==> config.mk <==
export PLATFORM = sky130hd
export DESIGN_NAME = dma_xfer_counter
export DESIGN_NICKNAME = d
export VERILOG_FILES = /design/src/rtl/xfer_cnt_pkg.sv /design/src/rtl/xfer_cnt_ctrl.sv /design/src/rtl/xfer_cnt_dp.sv /design/src/rtl/dma_xfer_counter.sv
export SDC_FILE = /design/constraint.sdc
export NUM_CORES = 1
export LEC_CHECK = 0
export BUFFER_PORTS_ARGS = -buffer_cell sky130_fd_sc_hd__buf_4
export CORE_AREA = 8 8 135 137
export DETAILED_ROUTE_END_ITERATION = 12
export DIE_AREA = 0 0 143 145
export GPL_TIMING_DRIVEN = 1
export PLACE_DENSITY_LB_ADDON = 0.12
export SLEW_MARGIN = 20
export SYNTH_ARGS = -nofsm -noshare
export SYNTH_HDL_FRONTEND = slang
export SYNTH_SLANG_ARGS = --single-unit
==> constraint.sdc <==
create_clock -name clk -period 3.5 [get_ports clk]
set_input_delay 0.7 -clock clk [delete_from_list [all_inputs] [get_ports clk]]
set_output_delay 0.7 -clock clk [all_outputs]
set_load 0.01 [all_outputs]
==> src/rtl/xfer_cnt_pkg.sv <==
package xfer_cnt_pkg;
  // Strobes from control to datapath
  typedef struct packed {
    logic startWe;    // write a start-count byte
    logic reload;     // copy start count into current count
    logic dec;        // apply a decrement
    logic forceZero;  // completion: clear current count
  } xfer_strobe_t;
endpackage

==> src/rtl/xfer_cnt_ctrl.sv <==
module xfer_cnt_ctrl
  import xfer_cnt_pkg::*;
#(
  parameter int COUNT_BYTES = 3,
  parameter int ADDR_W      = 2
) (
  input  logic              clk,
  input  logic              rstN,
  input  logic              regWrEn,
  input  logic [ADDR_W-1:0] regAddr,
  input  logic              cmdStrobe,
  input  logic              cmdDmaFlag,
  input  logic              decReq,
  input  logic              doneReq,
  input  logic              decHitsZero,
  output xfer_strobe_t      strobe,
  output logic              tcFlag,
  output logic              dmaMode,
  output logic              highWritten
);
  localparam int TOP_IDX = COUNT_BYTES - 1;

  logic isCountAddr;
  logic isTopAddr;
  logic setTc;

  assign isCountAddr = (32'(regAddr) < COUNT_BYTES);
  assign isTopAddr   = (32'(regAddr) == TOP_IDX);

  always_comb begin
    strobe.startWe   = regWrEn && isCountAddr;
    strobe.forceZero = doneReq;
    strobe.reload    = cmdStrobe && cmdDmaFlag && !doneReq;
    strobe.dec       = decReq && !doneReq && !(cmdStrobe && cmdDmaFlag);
  end

  assign setTc = strobe.forceZero || (strobe.dec && decHitsZero);

  always_ff @(posedge clk) begin
    if (!rstN) begin
      tcFlag      <= 1'b0;
      dmaMode     <= 1'b0;
      highWritten <= 1'b0;
    end else begin
      if (setTc)               tcFlag <= 1'b1;
      else if (strobe.startWe) tcFlag <= 1'b0;
      if (cmdStrobe) dmaMode <= cmdDmaFlag;
      if (strobe.startWe && isTopAddr) highWritten <= 1'b1;
    end
  end
endmodule

==> src/rtl/xfer_cnt_dp.sv <==
module xfer_cnt_dp
  import xfer_cnt_pkg::*;
#(
  parameter int         COUNT_BYTES = 3,
  parameter int         ADDR_W      = 2,
  parameter logic [7:0] CHIP_ID     = 8'hA2
) (
  input  logic                     clk,
  input  logic                     rstN,
  input  xfer_strobe_t             strobe,
  input  logic [ADDR_W-1:0]        regAddr,
  input  logic [7:0]               regWrData,
  input  logic [ADDR_W-1:0]        regRdAddr,
  input  logic [COUNT_BYTES*8-1:0] decAmount,
  input  logic                     highWritten,
  output logic [7:0]               regRdData,
  output logic [COUNT_BYTES*8-1:0] curCount,
  output logic [COUNT_BYTES*8-1:0] startCount,
  output logic                     decHitsZero
);
  localparam int CNT_W   = COUNT_BYTES * 8;
  localparam int TOP_IDX = COUNT_BYTES - 1;
  localparam logic [CNT_W-1:0] ZERO_RELOAD = CNT_W'(1) << (CNT_W - 8);

  logic [CNT_W-1:0] reloadVal;
  logic [CNT_W-1:0] nextCount;

  for (genvar b = 0; b < COUNT_BYTES; b++) begin : g_start
    always_ff @(posedge clk) begin
      if (!rstN)
        startCount[b*8 +: 8] <= 8'h00;
      else if (strobe.startWe && (32'(regAddr) == b))
        startCount[b*8 +: 8] <= regWrData;
    end
  end

  assign reloadVal   = (startCount == '0) ? ZERO_RELOAD : startCount;
  assign decHitsZero = (decAmount >= curCount);

  always_comb begin
    nextCount = curCount;
    if (strobe.forceZero)   nextCount = '0;
    else if (strobe.reload) nextCount = reloadVal;
    else if (strobe.dec)    nextCount = decHitsZero ? '0 : (curCount - decAmount);
  end

  always_ff @(posedge clk) begin
    if (!rstN) curCount <= '0;
    else       curCount <= nextCount;
  end

  always_comb begin
    regRdData = 8'h00;
    for (int b = 0; b < COUNT_BYTES; b++) begin
      if (32'(regRdAddr) == b) regRdData = curCount[b*8 +: 8];
    end
    if ((32'(regRdAddr) == TOP_IDX) && !highWritten) regRdData = CHIP_ID;
  end
endmodule

==> src/rtl/dma_xfer_counter.sv <==
module dma_xfer_counter
  import xfer_cnt_pkg::*;
#(
  parameter int         COUNT_BYTES = 3,
  parameter logic [7:0] CHIP_ID     = 8'hA2,
  localparam int        ADDR_W      = (COUNT_BYTES < 2) ? 1 : $clog2(COUNT_BYTES + 1),
  localparam int        CNT_W       = COUNT_BYTES * 8
) (
  input  logic              clk,
  input  logic              rstN,
  input  logic              regWrEn,
  input  logic [ADDR_W-1:0] regAddr,
  input  logic [7:0]        regWrData,
  input  logic [ADDR_W-1:0] regRdAddr,
  output logic [7:0]        regRdData,
  input  logic              cmdStrobe,
  input  logic              cmdDmaFlag,
  input  logic              decReq,
  input  logic [CNT_W-1:0]  decAmount,
  input  logic              doneReq,
  output logic [CNT_W-1:0]  curCount,
  output logic              countZero,
  output logic              tcFlag,
  output logic              dmaMode
);
  xfer_strobe_t     strobe;
  logic             highWritten;
  logic             decHitsZero;
  logic [CNT_W-1:0] startCount;

  xfer_cnt_ctrl #(.COUNT_BYTES(COUNT_BYTES), .ADDR_W(ADDR_W)) u_ctrl (
    .clk(clk), .rstN(rstN), .regWrEn(regWrEn), .regAddr(regAddr),
    .cmdStrobe(cmdStrobe), .cmdDmaFlag(cmdDmaFlag), .decReq(decReq),
    .doneReq(doneReq), .decHitsZero(decHitsZero), .strobe(strobe),
    .tcFlag(tcFlag), .dmaMode(dmaMode), .highWritten(highWritten)
  );

  xfer_cnt_dp #(.COUNT_BYTES(COUNT_BYTES), .ADDR_W(ADDR_W), .CHIP_ID(CHIP_ID)) u_dp (
    .clk(clk), .rstN(rstN), .strobe(strobe), .regAddr(regAddr),
    .regWrData(regWrData), .regRdAddr(regRdAddr), .decAmount(decAmount),
    .highWritten(highWritten), .regRdData(regRdData), .curCount(curCount),
    .startCount(startCount), .decHitsZero(decHitsZero)
  );

  assign countZero = (curCount == '0);
endmodule

# Word-level counts from Yosys, hierarchy flattened
# Index checks and enable logic that the tools add are counted.
# classes
muxes,10
bitwise,1
n_eq_ne,4
addsub,1
order_cmp,2
reduce_logical,21
# op_table
op,n
two-way mux 24 bit,4
logical NOT 24 bit,2
two-way mux 8 bit,4
greater-or-equal comparator 24 bit,1
subtractor 24 bit,1
logical AND 1 bit,10
"== test 2 x 1 -> 1 bit, second input constant",2
"== test 2 bit, second input constant",2
logical NOT 2 bit,2
nonzero test 2 bit,2
logical NOT 1 bit,3
"< comparator 2 bit, second input constant",1
two-way mux 1 bit,2
OR reduction 2 bit,1
logical OR 1 bit,1
NOT 1 bit,1
# totals
elab_cells,46
register_bits,51

# Depth between registers and ports, before layout
# Gate-level depths: netlist of the first run.
# depth
word_depth,6
ltp_mapped,13

# By module
# A second synthesis of the first run with hierarchy kept.
# unflattened
cells_unflattened,480
hier_area_um2,3848.7
# modules_own_cells
mod,n_inst,seq_area_each_um2,cells_per_inst,area_each_um2
xfer_cnt_dp,1,960.9,454,3652.3
xfer_cnt_ctrl,1,60.1,17,138.9
dma_xfer_counter,1,0.0,9,57.6

# Worst setup path after synthesis of the first run
# No wires, ideal clock.
# synth_timing
path_kind,input to register
start,input port decAmount[0]
end,register u_dp.curCount[22]
arrival_ns,2.609
t_required_ns,3.382
stages,11
slack_ns,0.773
path_buffers,0
setup_time_ns,0.118
cell_sequence,ha_1 > inv_1 > fa_1 > nand3_1 > a21oi_2 > o311a_1 > o311ai_2 > o31ai_1 > xor2_1 > a221oi_2 > nor2_1
# synth_via
elab_chain_cells,4
elab_cells_between_ends,5
classes_between,add/sub: 1; order compare: 1; mux: 3
# synth_rtl
element,line_no,text
"start, declared",dma_xfer_counter.sv:19,"input logic [CNT_W-1:0] decAmount,"
subtractor 24 bit or greater-or-equal comparator 24 bit (tied branches),"xfer_cnt_dp.sv:44, xfer_cnt_dp.sv:38",
two-way mux 24 bit (*) (2 in series),xfer_cnt_dp.sv:44,else if (strobe.dec) nextCount = decHitsZero ? '0 : (curCount - decAmount);
two-way mux 24 bit (*),xfer_cnt_dp.sv:43,else if (strobe.reload) nextCount = reloadVal;
"end signal, assigned",xfer_cnt_dp.sv:49,else curCount <= nextCount;
"end, declared",xfer_cnt_dp.sv:17,"output logic [COUNT_BYTES*8-1:0] curCount,"
# Mark *: on every way between the ends. The rest lies on a longest branch, timed or not. The select of a mux whose other input is x is not followed.
# A chain may end at the register's enable or synchronous reset.

# Worst setup path after layout of the first run
# layout_timing
start,input port decAmount[0]
end,register u_dp.curCount[8]
# Same word-level chain as after synthesis.

==> out/qor.yml, run 1 <==
grt:
  grt.overflow.total: 0
  grt_usage: 0.136
  antenna_found_initial: 0
  grt_pass1_wl_um: 22000
  grt_pass1_vias: 3685
  grt_max_degree: 30
critical_path:
  cp.required_ns: 3.67
  cp.arrival_ns: 3.18
  cp-end-kind: "flop"
  worstSetupPathType: "in -> reg"
  cp_max_fo: 19
  path_cells: "buf_4 > ha_1 > inv_1 > fa_1 > nand3_1 > a21oi_2 > nor3_2 > o41ai_2 > o21ai_2 > nor2_8 > a221oi_1 > nor2_1"
  critPathSlowestCell: "o21ai_2"
  crit_family: "compound AO/OA/AOI/OAI gates"
  startpoint_type: "primary input"
  critPathBufInv: 2
  cp_slowest_stage_delay_ns: 0.47
route:
  vias: 3627
  final_antenna_net_count: 0
  routed_wl_um: 14100
  drt_iter0_markers: 213
  routed_via_density: 4.89
  drt_first_pass_iters: 6
  wl_per_cell_um: 19.0
  route.detailed.drc: 0
clock_tree:
  clk-insertion-delay-late_ns: 0.29
  clock_path_buffers: 2
  cts_sinks: 51
  clockRootBuffer: "clkbuf_16"
  cts_tree: "done"
  path_clk_slew_ns: 0.07
  post_cts_resized: 0
  postCtsHoldBufs: 0
  cts_made_buffers: 5
  htree_levels: 2
  post_cts_buffers: 0
synth:
  synth_top_family_by_area: "compound AO/OA/AOI/OAI gates"
  synthFlopType: "dfxtp_1"
  synth_xor_xnor_area_share: 0.0443
  synthSimpleGateAreaFrac: 0.197
  netlist_instances: 451
  syn_avg_cell_area_um2: 8.34
  synth-adder-area-share: 0.0852
  async_flop_share: 0
  yosysUniqueCellTypes: 65
  synthMuxAreaShare: 0.0852
  synth_seq_cells: 51
  synth_edf_count: 0
  syn-cell-area_um2: 3760
  synth_nets: 519
  yosys_warnings: 0
  synth-seq-area-share: 0.272
  synth_compound_area_frac: 0.259
power_and_ir_drop:
  powerDensity_nw_per_um2: 340
  leakage_nw: 2.16
  vdd_drop_max_v: 0.000269
  power_w: 0.00161
sta:
  fin_skew_ns: 0.00636
  tightest_slew_ns: 0.830
  finalSetupViolCount: 0
  fin_crit_sh: 0.860
  slew-limit-headroom: 0.446
  finalHoldViolCount: 0
  fin_setup_tns_ns: 0
  drv_slew: 0
  max_clock_freq_ghz: 0.332
  rsz0062_at_grt: "false"
  layout_min_cycle_time_ns: 3.01
placement:
  dp.cells: 734
  io_buffers: 77
  routabilityCongestion: 0.820
  dp_hpwl_um: 11500
floorplanning:
  rows: 47
  ioPinCount: 78
  start_util: 0.232
  fp.dieH_um: 145
  die-area_um2: 20700
  core_area_um2: 16200
  die_x_um: 143
finish:
  num-fill-cells: 1766
  fin_nets: 589
  antenna_cells: 0
  fin_cells: 742
  drive_gt1_frac: 0.220
  syn_to_final_growth_pct: 26.0
worst_hold_path:
  min_path_type: "reg -> reg"
flow_run:
  drv_cap: 0
run_status:
  run_status: "finished, final reports clean"
==> routing by layer <==
layer | share of wire | vias to the layer above | GRT usage
met5 | 0 | - | 0
met2 | 0.48 | 110 | 0.223
li1 | - | 1786 | -
met1 | 0.47 | 1724 | 0.184
met4 | 0.0081 | 0 | 0.0202
met3 | 0.046 | 7 | 0.0233
==> metrics by stage <==
stage                     utilization  setup slack [ns]  area [um2]  hold slack (ns)
final                           0.293             0.492        4740            0.515
after floorplan                     -             0.773        3760            0.499
after detailed placement        0.282             0.218        4560            0.507
after global routing            0.293             0.253        4740            0.582
after global placement          0.282             0.166        4560            0.480
after CTS                       0.293             0.497        4740            0.523
==> registers in the layout (all words and copies together), names as in the netlist <==
name                cells
u_dp.curCount          24
u_dp.startCount        24
u_ctrl.dmaMode          1
u_ctrl.highWritten      1
u_ctrl.tcFlag           1
==> where the power goes <==
part / switching (W) / internal (W)
Combinational: 0.000223 / 0.000177
Clock: 0.000215 / 0.000356
Sequential: 0.0000351 / 0.000603
Total: 0.000474 / 0.00114
==> placed cells by master (no fill, tap or decap), types with 6 or more instances in the layout <==
master,instances
nor2_1,27
xnor2_1,14
o21ai_0,32
nand2b_1,7
nand2_1,25
buf_4,83
o22ai_1,6
inv_1,32
nor2b_1,26
a221oi_1,8
ha_1,24
nand3_1,9
dfxtp_1,51
a211oi_1,7
a21o_1,7
mux2i_1,32
nor4_1,14
a21oi_1,29
==> cell usage after synthesis, drive strengths merged, types with 2 or more instances <==
master  instances  area share
a211oi          7       0.014
dfxtp          51        0.27
nor3            3      0.0053
ha             24       0.080
mux2i          32       0.085
o22ai           6       0.010
nand2          25       0.025
and3            2      0.0033
nor2           29       0.033
o211ai          2      0.0053
a31oi           3      0.0050
a22oi           5       0.010
or3             3      0.0050
o21ai          36       0.050
o31ai           3      0.0060
or2             4      0.0067
buf             5       0.011
nand2b          7       0.012
o21bai          3      0.0060
and2b           2      0.0040
a221oi         13       0.039
nand4           6       0.012
nand3          10       0.015
a21o            7       0.014
clkbuf         15       0.015
nor4           14       0.023
nand3b          2      0.0040
xnor2          14       0.033
o21a            2      0.0040
xor2            5       0.012
nor2b          26       0.043
a21oi          33       0.050
a21boi          4      0.0080
inv            32       0.032
==> area by class of cell <==
class | count | area [um2] | share of cell area
Inverter | 32 | 120 | 0.0254
Multi-Input combinational cell | 348 | 2520 | 0.533
Sequential cell | 51 | 1020 | 0.216
Clock buffer | 6 | 139 | 0.0293
Timing Repair Buffer | 83 | 623 | 0.132
Tap cell | 220 | 275 | 0.0581
Clock inverter | 2 | 35.0 | 0.00740
==> path summary, 6_finish.rpt <==
kind	start	to	slack, ns	cells after the start
worst max-delay path	decAmount[0]	u_dp.curCount[8]$_SDFFE_PP0P_	0.49	12
worst min-delay path	u_ctrl.dmaMode$_SDFFE_PN0P_	u_ctrl.dmaMode$_SDFFE_PN0P_	0.52	2
worst max register to register	u_dp.curCount[0]$_SDFFE_PP0P_	u_dp.curCount[8]$_SDFFE_PP0P_	0.50	12
worst min register to register	u_ctrl.dmaMode$_SDFFE_PN0P_	u_ctrl.dmaMode$_SDFFE_PN0P_	0.52	2
==> worst min-delay path, stage by stage (launching register included) <==
cell and delay, ns:
dfxtp_1 0.32, nand2b_1 0.06, a21boi_0 0.08
==> kinds of logic after synthesis <==
family | Yosys count
AO/OA/AOI/OAI | 136
AND/OR/NAND/NOR | 136
buffers and inverters | 52
flip-flops | 51
multiplexers | 32
adder cells (fa/ha/maj) | 25
XOR/XNOR | 19
No activity file was read; power rests on OpenSTA's default activity.
==> run 2, diff against run 1 <==
--- a/config.mk
+++ b/config.mk
@@ -5,10 +5,11 @@
 export SDC_FILE = /design/constraint.sdc
 export NUM_CORES = 1
 export LEC_CHECK = 0
+export ABC_AREA = 1
 export BUFFER_PORTS_ARGS = -buffer_cell sky130_fd_sc_hd__buf_4
-export CORE_AREA = 8 8 135 137
+export CORE_AREA = 8 8 133 147
 export DETAILED_ROUTE_END_ITERATION = 12
-export DIE_AREA = 0 0 143 145
+export DIE_AREA = 0 0 141 155
 export GPL_TIMING_DRIVEN = 1
 export PLACE_DENSITY_LB_ADDON = 0.12
 export SLEW_MARGIN = 20
==> run 2 against run 1 <==
  * Sequential power is 1% lower
  * Critical endpoint is now regRdData[0]
  * Core utilization is 0.17 points lower
  * Non-clock buffer count is 1 higher
  * Synthesized cell count is 44% higher
  * Highest routed layer unchanged
  * Sequential cell count stayed put
  * Via count is 20% higher
  * Cell count is 30% higher
  * Count of clock-buffer cells in the layout stayed put
  * Hold slack worse by 0.053 ns
  * Die area is 5.4% higher
  * Global-route usage is 0.42 points higher
==> out/qor.yml, run 2 <==
placement:
  io_buffers: 77  # unchanged
  routabilityCongestion: 0.895  # was 0.820
  dp_hpwl_um: 12900  # was 11,500 um
sta:
  max_clock_freq_ghz: 0.371  # was 0.332 GHz
  fin_crit_sh: 0.769  # was 0.860
  worst_hold_slack_ns: 0.462  # was 0.515 ns
  slew-limit-headroom: 0.533  # was 0.446
  finalHoldViolCount: 0  # unchanged
  fin_skew_ns: 0.0101  # was 0.00636 ns
  finalSetupViolCount: 0  # unchanged
  fin_setup_tns_ns: 0  # unchanged
  rsz0062_at_grt: "false"  # unchanged
  tightest_slew_ns: 0.699  # was 0.830 ns
  drv_slew: 0  # unchanged
  layout_min_cycle_time_ns: 2.69  # was 3.01 ns
clock_tree:
  clockRootBuffer: "clkbuf_16"  # unchanged
  cts_sinks: 51  # unchanged
  clk-insertion-delay-late_ns: 0.30  # was 0.29 ns
  htree_levels: 2  # unchanged
  post_cts_resized: 0  # unchanged
  cts_tree: "done"  # unchanged
  post_cts_buffers: 0  # unchanged
  path_clk_slew_ns: 0.07  # about the same
  cts_made_buffers: 5  # unchanged
  postCtsHoldBufs: 0  # unchanged
  clock_path_buffers: 2  # unchanged
route:
  drt_first_pass_iters: 5  # was 6
  final_antenna_net_count: 0  # unchanged
  routed_via_density: 4.49  # was 4.89
  route.detailed.drc: 0  # unchanged
  drt_iter0_markers: 321  # was 213
  routed_wl_um: 15200  # was 14,100 um
  wl_per_cell_um: 15.7  # was 19.0 um
  vias: 4345  # was 3,627
floorplanning:
  die-area_um2: 21900  # was 20,700 um2
  rows: 51  # was 47
  start_util: 0.233  # was 0.232
  core_area_um2: 17300  # was 16,200 um2
  ioPinCount: 78  # unchanged
  die_x_um: 141  # was 143 um
  fp.dieH_um: 155  # was 145 um
synth:
  synth_most_common_cell: "nand2_1"  # was dfxtp_1
  yosys.area.top_type: "dfxtp_1"  # unchanged
  synth_area_leaders: "dfxtp_1 25%, nand2_1 13%, inv_1 11%"  # was dfxtp_1 27%, mux2i_1 8.5%, ha_1 8.0%
  yosys.area.top_type_share: 0.253  # was 0.272
  synth_compound_area_frac: 0.200  # was 0.259
  syn_avg_cell_area_um2: 6.20  # was 8.34 um2
  synth-seq-area-share: 0.253  # was 0.272
  synth_edf_count: 0  # unchanged
  synthTopCellsByCount: "143 x nand2_1, 120 x inv_1, 68 x a21oi_1"  # was 51 x dfxtp_1, 32 x inv_1, 32 x mux2i_1, 32 x o21ai_0, 29 x a21oi_1
  syn-cell-area_um2: 4030  # was 3760 um2
  synthMuxAreaShare: 0  # was 0.0852
  yosys_warnings: 0  # unchanged
  synth_nets: 718  # was 519
  netlist_instances: 650  # was 451
  yosysUniqueCellTypes: 34  # was 65
  synth_xor_xnor_area_share: 0.0217  # was 0.0443
  synth-adder-area-share: 0.0795  # was 0.0852
  synth_seq_cells: 51  # unchanged
  synthSimpleGateAreaFrac: 0.316  # was 0.197
  synthFlopType: "dfxtp_1"  # unchanged
  async_flop_share: 0  # unchanged
  synth_top_family_by_area: "simple AND/OR/NAND/NOR gates"  # was compound AO/OA/AOI/OAI gates
grt:
  grt_pass1_wl_um: 24100  # was 22,000 um
  grt_usage: 0.140  # was 0.136
  use_met1: 0.172  # was 0.184
  grt.overflow.total: 0  # unchanged
  use_met2: 0.254  # was 0.223
  use_met3: 0.0202  # was 0.0233
  grt_pass1_vias: 4420  # was 3,685
  grt_max_degree: 26  # was 30
  grt_busiest_layer: "met2"  # unchanged
  antenna_found_initial: 0  # unchanged
critical_path:
  critPathSlowestCell: "nor2_1"  # was o21ai_2
  cp-end-kind: "output pin"  # was flop
  cp.arrival_ns: 1.99  # was 3.18 ns
  path_cells: "buf_4 > clkinv_1 > nor2_1 > nand2_1 > nand2_1 > inv_1 > buf_4"  # was buf_4 > ha_1 > inv_1 > fa_1 > nand3_1 > a21oi_2 > nor3_2 > o41ai_2 > o21ai_2 > nor2_8 > a221oi_1 > nor2_1
  critPathBufInv: 4  # was 2
  cp_slowest_stage_delay_ns: 0.41  # was 0.47 ns
  worstSetupPathType: "in -> out"  # was in -> reg
  crit_family: "simple AND/OR/NAND/NOR gates"  # was compound AO/OA/AOI/OAI gates
  cp_max_fo: 9  # was 19
  startpoint_type: "primary input"  # unchanged
  cp.required_ns: 2.80  # was 3.67 ns
worst_hold_path:
  min_path_type: "reg -> reg"  # unchanged
finish:
  syn_to_final_growth_pct: 25.0  # was 26.0%
  antenna_cells: 0  # unchanged
  final_cell_mix: "143 x nand2_1, 120 x inv_1, 84 x buf_4, 68 x a21oi_1, 55 x o21ai_0"  # was 83 x buf_4, 51 x dfxtp_1, 32 x inv_1, 32 x mux2i_1, 32 x o21ai_0
  final_util: 0.291  # was 0.293
  final_common_cell: "nand2_1"  # was buf_4
  fin_nets: 797  # was 589
  num-fill-cells: 1994  # was 1,766
  reg_top3: "u_dp.curCount: 24 flops, u_dp.startCount: 24 flops"  # unchanged
  drive_gt1_frac: 0.175  # was 0.220
flow_run:
  drv_cap: 0  # unchanged
power_and_ir_drop:
  power_w: 0.00147  # was 0.00161 W
  powerDensity_nw_per_um2: 292  # was 340 nW/um2
  leakage_nw: 2.47  # was 2.16 nW
  vdd_drop_max_v: 0.000172  # was 0.000269 V
run_status:
  run_status: "finished, final reports clean"  # unchanged
run 2: cell count changes after synthesis, moves of 8 or more:
cell	previous run	this run
xnor2_1	14	4
mux2i_1	32	0
a21oi_1	29	68
nand2_1	25	143
nor2_1	28	54
o21ai_0	32	55
inv_1	32	120
a221oi_1	8	0
nor2b_1	26	0
nand3_1	9	35
nand2_2	0	8
run 2: path summary, 6_finish.rpt:
| kind | startpoint | to | slack, ns | cells after the start |
|---|---|---|---|---|
| worst min register to register | u_ctrl.dmaMode$_SDFFE_PN0P_ | u_ctrl.dmaMode$_SDFFE_PN0P_ | 0.46 | 2 |
| worst min-delay path | u_ctrl.dmaMode$_SDFFE_PN0P_ | u_ctrl.dmaMode$_SDFFE_PN0P_ | 0.46 | 2 |
| worst max-delay path | regRdAddr[1] | regRdData[0] | 0.81 | 7 |
| worst max register to register | u_dp.curCount[0]$_SDFFE_PP0P_ | u_dp.curCount[18]$_SDFFE_PP0P_ | 1.06 | 16 |
run 2: cell type report:
type	instances	area, um2	area share
clock buffer	6	129	0.0256
timing repair buffer	84	631	0.125
multi-input combinational	465	2490	0.494
tap	238	298	0.0591
clock inverter	2	12.5	0.00248
sequential	51	1020	0.203
inverter	122	459	0.0912
run 2: power breakdown:
| part | internal (W) | leakage, nW | switching (W) |
|---|---|---|---|
| Combinational | 0.000140 | 1.98 | 0.000220 |
| Sequential | 0.000605 | 0.416 | 0.0000239 |
| Clock | 0.000264 | 0.0669 | 0.000220 |
run 2: worst reg2reg max path, cell delays in order, from the launching register on:
cell and delay [ns]:
dfxtp_1 0.37, inv_1 0.07, ha_1 0.13, inv_1 0.06, fa_1 0.40, nand2_1 0.08
inv_1 0.05, nand2_1 0.05, nand2_1 0.12, nand2_1 0.10, nand2_2 0.07, nand2_1 0.08
nand3_2 0.10, nand3_4 0.14, clkinv_2 0.25, nand3_1 0.17, a21oi_1 0.07
run 2: stage by stage:
stage / setup WS [ns] / instance area [um2] / cells
6_report: 0.808 / 5040 / 968
5_1_grt: 0.604 / 5040 / 968
4_1_cts: 0.835 / 5040 / 968
3_5_place_dp: 0.715 / 4890 / 960
3_3_place_gp: 0.765 / 4890 / 960
2_1_floorplan: 1.13 / 4030 / 650
run 2: cell families (layout without fill, tap and decap cells):
kind of cell               Yosys count  in the layout
xor gates and xnor gates            10             10
adders and majority gates           25             25
buffers and inverters              134            214
and+or+nand+nor                    283            283
AOI/OAI and AO/OA                  147            147
DFF                                 51             51
run 2: layer usage:
layer | vias up | share of wire
li1 | 2261 | -
met1 | 1966 | 0.45
met2 | 110 | 0.49
met3 | 8 | 0.046
met4 | 0 | 0.0087
met5 | - | 0
